===== src/rtl/spi_stat_pkg.sv =====
// Shared constants, opcodes and helpers for the status read responder.
// Assumes MSB-first 8-bit instructions and an 8-bit status frame.
package spi_stat_pkg;

    localparam int OP_BITS   = 8;
    localparam int STAT_BITS = 8;
    localparam int BUSY_POS  = 0;
    localparam int LATCH_POS = 1;

    localparam logic [OP_BITS-1:0] OP_STAT_READ = 8'h05;
    localparam logic [OP_BITS-1:0] OP_LATCH_SET = 8'h06;
    localparam logic [OP_BITS-1:0] OP_LATCH_CLR = 8'h04;
    localparam logic [OP_BITS-1:0] OP_WRITE     = 8'h0A;
    localparam logic [OP_BITS-1:0] OP_PROGRAM   = 8'h02;
    localparam logic [OP_BITS-1:0] OP_ERASE     = 8'hD8;

    typedef enum logic [1:0] {
        KIND_WRITE   = 2'd0,
        KIND_PROGRAM = 2'd1,
        KIND_ERASE   = 2'd2,
        KIND_NONE    = 2'd3
    } cmd_kind_e;

    // Assemble the status frame from the two live flags.
    function automatic logic [STAT_BITS-1:0] make_status(input logic latch, input logic busy);
        logic [STAT_BITS-1:0] s;
        s            = '0;
        s[LATCH_POS] = latch;
        s[BUSY_POS]  = busy;
        return s;
    endfunction

    // Map an opcode to its gated command kind, or KIND_NONE.
    function automatic cmd_kind_e kind_of(input logic [OP_BITS-1:0] op);
        case (op)
            OP_WRITE:   return KIND_WRITE;
            OP_PROGRAM: return KIND_PROGRAM;
            OP_ERASE:   return KIND_ERASE;
            default:    return KIND_NONE;
        endcase
    endfunction

endpackage


===== src/rtl/spi_in_sync.sv =====
// Brings the three serial inputs into the clk domain through a chain of
// STAGES flops, then flags the rising and falling edges of the serial clock.
// Assumes the serial clock is high and low for at least one clk period each.
module spi_in_sync #(
    parameter int STAGES = 2
) (
    input  logic clk,
    input  logic rst_n,
    input  logic sclk,
    input  logic cs_n,
    input  logic mosi,
    output logic cs_idle,
    output logic mosi_s,
    output logic sclk_rise,
    output logic sclk_fall
);

    localparam int          LANES = 3;
    localparam logic [2:0]  RST_V = 3'b100;  // {cs_n, sclk, mosi}

    logic [LANES-1:0] raw;
    logic [LANES-1:0] synced;
    logic             sclk_d;

    assign raw = {cs_n, sclk, mosi};

    if (STAGES == 1) begin : g_single
        logic [LANES-1:0] stg;
        // One stage: capture the pins directly.
        always_ff @(posedge clk) begin
            if (!rst_n) stg <= RST_V;
            else        stg <= raw;
        end
        assign synced = stg;
    end else begin : g_chain
        logic [STAGES-1:0][LANES-1:0] stg;
        // Several stages: shift the pin vector through the chain.
        always_ff @(posedge clk) begin
            if (!rst_n) stg <= {STAGES{RST_V}};
            else        stg <= {stg[STAGES-2:0], raw};
        end
        assign synced = stg[STAGES-1];
    end

    // Delayed serial clock for edge detection.
    always_ff @(posedge clk) begin
        if (!rst_n) sclk_d <= 1'b0;
        else        sclk_d <= synced[1];
    end

    assign cs_idle   = synced[2];
    assign mosi_s    = synced[0];
    assign sclk_rise = synced[1] & ~sclk_d;
    assign sclk_fall = ~synced[1] & sclk_d;

endmodule


===== src/rtl/spi_opcode_rx.sv =====
// Shifts in the first OP_BITS of each selected transfer on rising serial
// clock edges and emits the opcode with a one-cycle valid. Later bits of
// the same transfer are ignored. Assumes synchronized inputs.
module spi_opcode_rx
    import spi_stat_pkg::*;
#(
    parameter int W = OP_BITS
) (
    input  logic         clk,
    input  logic         rst_n,
    input  logic         cs_active,
    input  logic         sclk_rise,
    input  logic         mosi,
    output logic         op_valid,
    output logic [W-1:0] op_byte
);

    localparam int CNT_W = $clog2(W);

    typedef enum logic {RX_OPCODE, RX_TAIL} rx_state_e;

    rx_state_e          state;
    logic [CNT_W-1:0]   bit_cnt;
    logic [W-1:0]       shreg;

    // Count and shift instruction bits; return to opcode state when deselected.
    always_ff @(posedge clk) begin
        if (!rst_n) begin
            state    <= RX_OPCODE;
            bit_cnt  <= '0;
            shreg    <= '0;
            op_valid <= 1'b0;
            op_byte  <= '0;
        end else begin
            op_valid <= 1'b0;
            if (!cs_active) begin
                state   <= RX_OPCODE;
                bit_cnt <= '0;
            end else if (sclk_rise && state == RX_OPCODE) begin
                shreg   <= {shreg[W-2:0], mosi};
                bit_cnt <= bit_cnt + 1'b1;
                if (bit_cnt == CNT_W'(W - 1)) begin
                    op_byte  <= {shreg[W-2:0], mosi};
                    op_valid <= 1'b1;
                    state    <= RX_TAIL;
                end
            end
        end
    end

endmodule


===== src/rtl/spi_latch_gate.sv =====
// Holds the write-enable latch and gates write, program and erase opcodes
// with it. All non-read opcodes are ignored while busy is high. A cycle
// that was accepted here clears the latch when busy falls.
module spi_latch_gate
    import spi_stat_pkg::*;
(
    input  logic               clk,
    input  logic               rst_n,
    input  logic               op_valid,
    input  logic [OP_BITS-1:0] op_byte,
    input  logic               busy,
    output logic               latch,
    output logic               cmd_go,
    output logic [1:0]         cmd_kind
);

    cmd_kind_e kind_dec;
    logic      busy_d;
    logic      pending;
    logic      busy_fell;

    assign kind_dec  = kind_of(op_byte);
    assign busy_fell = busy_d & ~busy;

    // Previous busy value, for end-of-cycle detection.
    always_ff @(posedge clk) begin
        if (!rst_n) busy_d <= 1'b0;
        else        busy_d <= busy;
    end

    // Latch update, command gating and end-of-cycle clear.
    always_ff @(posedge clk) begin
        if (!rst_n) begin
            latch    <= 1'b0;
            pending  <= 1'b0;
            cmd_go   <= 1'b0;
            cmd_kind <= KIND_NONE;
        end else begin
            cmd_go <= 1'b0;
            if (pending && busy_fell) begin
                latch   <= 1'b0;
                pending <= 1'b0;
            end
            if (op_valid && !busy) begin
                if (op_byte == OP_LATCH_SET) begin
                    latch <= 1'b1;
                end else if (op_byte == OP_LATCH_CLR) begin
                    latch <= 1'b0;
                end else if (kind_dec != KIND_NONE && latch) begin
                    cmd_go   <= 1'b1;
                    cmd_kind <= kind_dec;
                    pending  <= 1'b1;
                end
            end
        end
    end

endmodule


===== src/rtl/spi_status_tx.sv =====
// After a status-read opcode, drives the status frame MSB first on falling
// serial clock edges. It recaptures the flags at the start of every frame
// and releases the pin when deselected.
module spi_status_tx
    import spi_stat_pkg::*;
(
    input  logic               clk,
    input  logic               rst_n,
    input  logic               cs_active,
    input  logic               sclk_fall,
    input  logic               op_valid,
    input  logic [OP_BITS-1:0] op_byte,
    input  logic               latch,
    input  logic               busy,
    output logic               miso,
    output logic               miso_oe
);

    localparam int LEFT_W = $clog2(STAT_BITS);

    logic                 rd_active;
    logic [STAT_BITS-1:0] sh;
    logic [STAT_BITS-1:0] frame;
    logic [LEFT_W-1:0]    left;

    assign frame = make_status(latch, busy);

    // Frame load, bit shifting and pin release.
    always_ff @(posedge clk) begin
        if (!rst_n) begin
            rd_active <= 1'b0;
            sh        <= '0;
            left      <= '0;
            miso      <= 1'b0;
            miso_oe   <= 1'b0;
        end else if (!cs_active) begin
            rd_active <= 1'b0;
            left      <= '0;
            miso      <= 1'b0;
            miso_oe   <= 1'b0;
        end else begin
            if (op_valid && op_byte == OP_STAT_READ)
                rd_active <= 1'b1;
            if (rd_active && sclk_fall) begin
                miso_oe <= 1'b1;
                if (left == '0) begin
                    miso <= frame[STAT_BITS-1];
                    sh   <= {frame[STAT_BITS-2:0], 1'b0};
                    left <= LEFT_W'(STAT_BITS - 1);
                end else begin
                    miso <= sh[STAT_BITS-1];
                    sh   <= {sh[STAT_BITS-2:0], 1'b0};
                    left <= left - 1'b1;
                end
            end
        end
    end

endmodule


===== src/rtl/spi_status_responder.sv =====
// Top of the status read responder: synchronizer, opcode receiver,
// write-enable gate and status transmitter. The serial clock must stay
// below clk/2 after synchronization.
module spi_status_responder
    import spi_stat_pkg::*;
#(
    parameter int SYNC_STAGES = 2
) (
    input  logic       clk,
    input  logic       rst_n,
    input  logic       spi_sclk,
    input  logic       spi_cs_n,
    input  logic       spi_mosi,
    input  logic       busy_in,
    output logic       spi_miso,
    output logic       spi_miso_oe,
    output logic       cmd_go,
    output logic [1:0] cmd_kind
);

    logic               cs_idle;
    logic               cs_active;
    logic               mosi_s;
    logic               sclk_rise;
    logic               sclk_fall;
    logic               op_valid;
    logic [OP_BITS-1:0] op_byte;
    logic               wel;

    assign cs_active = ~cs_idle;

    spi_in_sync #(.STAGES(SYNC_STAGES)) u_sync (
        .clk       (clk),
        .rst_n     (rst_n),
        .sclk      (spi_sclk),
        .cs_n      (spi_cs_n),
        .mosi      (spi_mosi),
        .cs_idle   (cs_idle),
        .mosi_s    (mosi_s),
        .sclk_rise (sclk_rise),
        .sclk_fall (sclk_fall)
    );

    spi_opcode_rx u_rx (
        .clk       (clk),
        .rst_n     (rst_n),
        .cs_active (cs_active),
        .sclk_rise (sclk_rise),
        .mosi      (mosi_s),
        .op_valid  (op_valid),
        .op_byte   (op_byte)
    );

    spi_latch_gate u_gate (
        .clk      (clk),
        .rst_n    (rst_n),
        .op_valid (op_valid),
        .op_byte  (op_byte),
        .busy     (busy_in),
        .latch    (wel),
        .cmd_go   (cmd_go),
        .cmd_kind (cmd_kind)
    );

    spi_status_tx u_tx (
        .clk       (clk),
        .rst_n     (rst_n),
        .cs_active (cs_active),
        .sclk_fall (sclk_fall),
        .op_valid  (op_valid),
        .op_byte   (op_byte),
        .latch     (wel),
        .busy      (busy_in),
        .miso      (spi_miso),
        .miso_oe   (spi_miso_oe)
    );

endmodule


===== config.mk =====
export PLATFORM = sky130hd
export DESIGN_NAME = spi_status_responder
export DESIGN_NICKNAME = d
export VERILOG_FILES = /design/src/rtl/spi_stat_pkg.sv /design/src/rtl/spi_in_sync.sv /design/src/rtl/spi_opcode_rx.sv /design/src/rtl/spi_latch_gate.sv /design/src/rtl/spi_status_tx.sv /design/src/rtl/spi_status_responder.sv
export SDC_FILE = /design/constraint.sdc
export NUM_CORES = 1
export LEC_CHECK = 0
export BUFFER_PORTS_ARGS = -buffer_cell sky130_fd_sc_hd__buf_2
export CAP_MARGIN = 10
export CELL_PAD_IN_SITES_DETAIL_PLACEMENT = 1
export CELL_PAD_IN_SITES_GLOBAL_PLACEMENT = 1
export CORE_ASPECT_RATIO = 1.2
export CORE_UTILIZATION = 35
export DETAILED_ROUTE_END_ITERATION = 10
export GPL_ROUTABILITY_DRIVEN = 0
export PLACE_DENSITY_LB_ADDON = 0.08
export SYNTH_ARGS = -nofsm -noshare
export SYNTH_HDL_FRONTEND = slang
export SYNTH_HIERARCHICAL = 1
export SYNTH_SLANG_ARGS = --single-unit

===== constraint.sdc =====
create_clock -name clk -period 3.1 [get_ports clk]
set_input_delay 0.155 -clock clk [delete_from_list [all_inputs] [get_ports clk]]
set_output_delay 0.155 -clock clk [all_outputs]
set_load 0.03 [all_outputs]

### Word-level counts from Yosys, hierarchy flattened

Cells that the tools add are included.

* input port bits: 6
* output and inout bits: 5
* logic and storage cells: 72
* bits in registers: 47

* reduce and logical (&&, ||, !) cells: 16
* $add $sub $neg: 2
* multiplexer cells: 15
* eq/ne operators: 8
* bitwise logic cells: 13

Operators with widths (count)
* $eq A8 B3 Y1 const B: 3
* $mux W1: 12
* $not A1 Y1: 10
* $eq A8 B2 Y1 const B: 1
* $eq A8 B4 Y1 const B: 1
* $eq A8 B8 Y1 const B: 1
* $mux W8: 1
* $logic_and A1 B1 Y1: 6
* $pmux W2 S3: 1
* $reduce_and A2 Y1: 3
* $reduce_and A4 Y1: 1
* $reduce_or A4 Y1: 1
* $add A3 B1 Y3 const B: 1
* $and A1 B1 Y1: 3
* $eq A3 B3 Y1 const B: 1
* $logic_not A3 Y1: 1
* $mux W3: 1
* $reduce_and A3 Y1: 1
* $reduce_or A3 Y1: 1
* $sub A3 B1 Y3 const B: 1
* $ne A2 B2 Y1 const B: 1
* $reduce_or A2 Y1: 1
* $logic_not A1 Y1: 1

### Logic depth before layout (Yosys ltp)

* word-level depth: 8
* mapped depth: 6
* gate-level depth less buffers: 5

### Cells and area by module

The synthesis kept the hierarchy.

By module, submodules not included
* spi_opcode_rx: times used 1, seq. area each 400.4 um^2, cells an instance 79, area each 775.7 um^2
* spi_status_tx: times used 1, seq. area each 260.2 um^2, cells an instance 63, area each 583.1 um^2
* spi_latch_gate: times used 1, seq. area each 120.1 um^2, cells an instance 29, area each 286.5 um^2
* spi_in_sync: times used 1, seq. area each 140.1 um^2, cells an instance 16, area each 196.4 um^2
* spi_status_responder: times used 1, seq. area each 0.0 um^2, cells an instance 1, area each 3.8 um^2

### Least setup slack after synthesis

Ideal clock, no wire load.

* path kind: reg-to-reg
* start point: register u_rx.op_byte[4]
* end point: register u_gate.cmd_kind[0]
* buffers on the path: 0
* library setup time: 66 ps
* cell stages (with the launch flop): 5
* setup slack: 1521 ps
* period minus slack after synthesis: 1579 ps
* required time: 3034 ps
* data arrival time: 1513 ps
* cells stage by stage: dfxtp_1 -> or4b_1 -> or2_1 -> or3_1 -> a21oi_2

* cells in the longest elaborated chain, start to end: 5
* elaborated cells on any way between the ends: 11
* those cells by class: 6 x eq/ne; 1 x mux; 2 x bitwise; 2 x reduce/logical

Ends and longest elaborated chain
* start: declaration: RTL line spi_opcode_rx.sv:15 `output logic [W-1:0] op_byte`
* start signal: assignment: RTL line spi_opcode_rx.sv:43 `op_byte <= {shreg[W-2:0], mosi};`
* $eq A8 B8 Y1, or another cell as far along: RTL line spi_stat_pkg.sv:35 `case (op)`
* $pmux W2 S3: RTL line spi_stat_pkg.sv:35
* $ne A2 B2 Y1: RTL line spi_latch_gate.sv:49 `end else if (kind_dec != KIND_NONE && latch) begin`
* $logic_and A1 B1 Y1: RTL line spi_latch_gate.sv:49
* $reduce_and A4 Y1 (no source line)
* end signal: assignment: RTL line spi_latch_gate.sv:51 `cmd_kind <= kind_dec;`
* end: declaration: RTL line spi_latch_gate.sv:14 `output logic [1:0] cmd_kind`

Several ways; a longest one is shown, not always the timed one.
A chain may end at the register's enable or synchronous reset.

### Final worst setup path

Same ends and word-level chain as after synthesis.

==> results.py <==
metrics = {
    "grt": {
        "grt.total_usage_pct": 14.1,
        "grt_busiest_layer": "met2",
        "grt.met3_usage_pct": 4.17,
        "grt.met1_usage_pct": 15.8,
        "globalRouteOverflowTotal": 0,
        "antenna_violations_before_repair": 0,
        "global_route_wire_length_before_repair_mm": 5.77,
        "first_global_vias": 1311,
        "grt_start_max_net_pins": 28,
        "grt.met2_usage_pct": 24.8,
    },
    "synthesis": {
        "synth_flop_cell": "sky130_fd_sc_hd__dfxtp_1",
        "synth_nets": 198,
        "netlist_top_cells_area": "sky130_fd_sc_hd__dfxtp_1, sky130_fd_sc_hd__nand3_1, sky130_fd_sc_hd__o21ai_2, sky130_fd_sc_hd__nand2_1, sky130_fd_sc_hd__ha_1",
        "flop_and_latch_count_out_of_synthesis": 46,
        "netlist.top_cell.by_area": "sky130_fd_sc_hd__dfxtp_1",
        "ys_types": 48,
        "async_reset_ff_share_pct": 0,
        "synth_warnings": 6,
        "netlist_area_um2": 1850,
        "synth_cells": 188,
        "synth_area_per_cell_um2": 9.82,
        "yosysSeqAreaShare_pct": 49.9,
        "synth_enable_flop_cells": 0,
        "post-synth-top-area-fraction_pct": 49.9,
    },
    "place": {
        "postPlaceCellArea_um2": 1920,
        "placement.io_buffers": 10,
        "dp_hpwl_mm": 2.47,
        "dpl.cell_count": 251,
    },
    "floorplan": {
        "floorplan.rows": 28,
        "die-area_um2": 5570,
        "io_pins": 11,
        "fp.dieW_um": 68.3,
        "die-height_um": 81.5,
        "core_area_um2": 5010,
        "initial_utilization_pct": 36.8,
    },
    "clocking": {
        "number_of_clock_sinks_seen_by_cts": 46,
        "clock_latency_ns": 0.29,
        "cts_tree": "built",
        "htreeDepth": 2,
        "postCtsResizedCells": 0,
        "cts_max_path_buffers": 2,
        "ctsRootBufferMaster": "sky130_fd_sc_hd__clkbuf_8",
        "worst_setup_hold_path_clk_slew_ns": 0.08,
        "post_cts_hold_buffer_count": 0,
        "post_cts.repair.setup_buffers": 0,
        "number_of_cts_inserted_buffers": 5,
    },
    "run": {
        "max_cap_viol_count": 0,
    },
    "worst_setup_path": {
        "critical_path.max_fanout": 5,
        "kind_of_critical_path": "reg -> reg",
        "type_of_element_capturing_the_critical_path": "register",
        "crit_family": "simple AND/OR/NAND/NOR gates",
        "worstPathCellList": "or4b_1 > or2_1 > or3_1 > a21oi_2",
        "slack_of_the_worst_reg_to_reg_path_ns": 1.43,
        "worst_setup_path_start_kind": "register",
        "crit_path_max_cell_delay_ns": 0.53,
        "critical_path.n_buffers_inverters": 0,
        "cp.depth": 4,
        "worst-endpoint-arrival_ns": 1.90,
        "required_ns": 3.33,
        "ff2ff_path_depth": 4,
        "cp_slowest_cell": "sky130_fd_sc_hd__or4b_1",
    },
    "power_and_ir_drop": {
        "pwr_density_cell_nw_per_um2": 481,
        "cellLeakagePower_nw": 0.740,
        "post-layout-total-power_mw": 0.960,
        "vdd_ir_drop_max_mv": 0.257,
    },
    "finish": {
        "post_layout_nonfiller_instances": 258,
        "num-fill-cells": 589,
        "fin_util_pct": 39.8,
        "design_area_um2": 1990,
        "finish.net_count": 208,
        "most-common-layout-cells": "sky130_fd_sc_hd__dfxtp_1, sky130_fd_sc_hd__nand3_1, sky130_fd_sc_hd__nand2_1",
        "layout.cells.most_common": "sky130_fd_sc_hd__dfxtp_1",
        "syn2layout_area_growth_pct": 8.00,
        "ff_latch_area_um2": 921,
        "layout-drive-gt1-share_pct": 16.7,
        "insertedDiodeCount": 0,
        "multi_input_comb_area_um2": 833,
    },
    "timing": {
        "worst_slew_pin_slew_ns": 0.466,
        "timing.final.hold_violations": 0,
        "tns_ns": 0,
        "grt_setup_unrepaired": "false",
        "final_min_period_over_clock_period_pct": 53.9,
        "setup_viol": 0,
        "maxClockFrequency_mhz": 599,
        "timing.max_slew.rel_slack_pct": 69.0,
        "fin_crit_ns": 1.67,
        "drv_slew": 0,
        "final.setup_skew_ns": 0.00534,
    },
    "route": {
        "firstDrtPassIters": 4,
        "route.antenna.remaining_nets": 0,
        "routedWlPerCell_um": 13.3,
        "via_per_inst": 5.07,
        "via_count": 1307,
        "drc": 0,
        "starting_drc_count_in_detailed_routing": 52,
        "wirelength_mm": 3.43,
    },
    "status": {
        "outcome": "finished, final reports clean",
    },
    "worst_hold_path": {
        "worst_hold_path.num_cells": 2,
        "worst_hold_class": "in -> reg",
    },
}
==> final timing paths <==
check                              from                     to
setup / recovery        u_rx/op_byte[4]     u_gate/cmd_kind[0]
setup reg to reg        u_rx/op_byte[4]     u_gate/cmd_kind[0]
hold reg to reg   u_sync/g_chain.stg[2]       u_sync/synced[2]
hold / removal                 spi_cs_n  u_sync/g_chain.stg[2]
==> layer usage <==
metal  part of all wire (%)  up-vias
li1                       -      676
met2                     49       13
met1                     47      616
met5                      0        -
met3                    2.6        2
met4                   0.79        0
==> power by group <==
| part | total [mW] | leakage, nW | switching, mW | internal [mW] |
|---|---|---|---|---|
| sequential | 0.596 | 0.372 | 0.00140 | 0.595 |
| combinational | 0.0252 | 0.329 | 0.0162 | 0.00904 |
| clock | 0.338 | 0.0383 | 0.183 | 0.155 |
| total | 0.960 | 0.740 | 0.200 | 0.759 |
==> registers in the layout, indices dropped and copies added (netlist names) <==
| signal | flops |
|---|---|
| u_sync/synced | 3 |
| u_tx/miso_oe | 1 |
| u_gate/cmd_go | 1 |
| u_sync/g_chain.stg | 3 |
| u_rx/op_byte | 8 |
| u_rx/shreg | 7 |
| u_tx/left | 3 |
| u_tx/rd_active | 1 |
| u_tx/sh | 7 |
| u_gate/pending | 1 |
| u_rx/state | 1 |
| u_gate/latch | 1 |
| u_rx/op_valid | 1 |
| u_gate/busy_d | 1 |
| u_rx/bit_cnt | 3 |
| u_tx/miso | 1 |
| u_sync/sclk_d | 1 |
| u_gate/cmd_kind | 2 |
==> Yosys cell counts, types with 2 or more instances <==
library cell               number
sky130_fd_sc_hd__and2_1         7
sky130_fd_sc_hd__buf_6          3
sky130_fd_sc_hd__nand2b_1       5
sky130_fd_sc_hd__nor2_1         9
sky130_fd_sc_hd__nor4b_1        2
sky130_fd_sc_hd__a21oi_2        2
sky130_fd_sc_hd__o21ai_1        7
sky130_fd_sc_hd__or2_1          2
sky130_fd_sc_hd__dfxtp_1       46
sky130_fd_sc_hd__nor2b_1        2
sky130_fd_sc_hd__ha_1           4
sky130_fd_sc_hd__o21ai_2        8
sky130_fd_sc_hd__buf_2          4
sky130_fd_sc_hd__mux2i_1        3
sky130_fd_sc_hd__inv_1          8
sky130_fd_sc_hd__nand2_1       16
sky130_fd_sc_hd__nand3_1       21
sky130_fd_sc_hd__nor3_1         2
sky130_fd_sc_hd__a21boi_0       5
sky130_fd_sc_hd__a21oi_1        4
==> cells by family after synthesis <==
kind of cell,after synthesis,share of synthesized area [%]
AND/OR/NAND/NOR,80,24.9
flip-flops,46,49.9
AO/OA/AOI/OAI,38,15.5
buffers and inverters,16,4.95
adder cells (fa/ha/maj),4,2.71
multiplexers,3,1.63
XOR/XNOR,1,0.475
==> metrics by stage <==
| stage | hold WS (ns) | setup slack (ns) |
|---|---|---|
| CTS | 0.0299 | 1.42 |
| finish | 0.0399 | 1.43 |
| detailed placement | 0.340 | 1.44 |
| floorplan | 0.228 | 1.52 |
| global route | 0.0478 | 1.33 |
| global placement | 0.337 | 1.49 |
==> final cells by class <==
type	count	share of cell area (%)
Clock buffer	7	3.83
Inverter	8	1.51
Multi-Input combinational cell	126	41.8
Sequential cell	46	46.2
Tap cell	60	3.77
Timing Repair Buffer	11	2.89
Power figures use the tool's default switching activity.
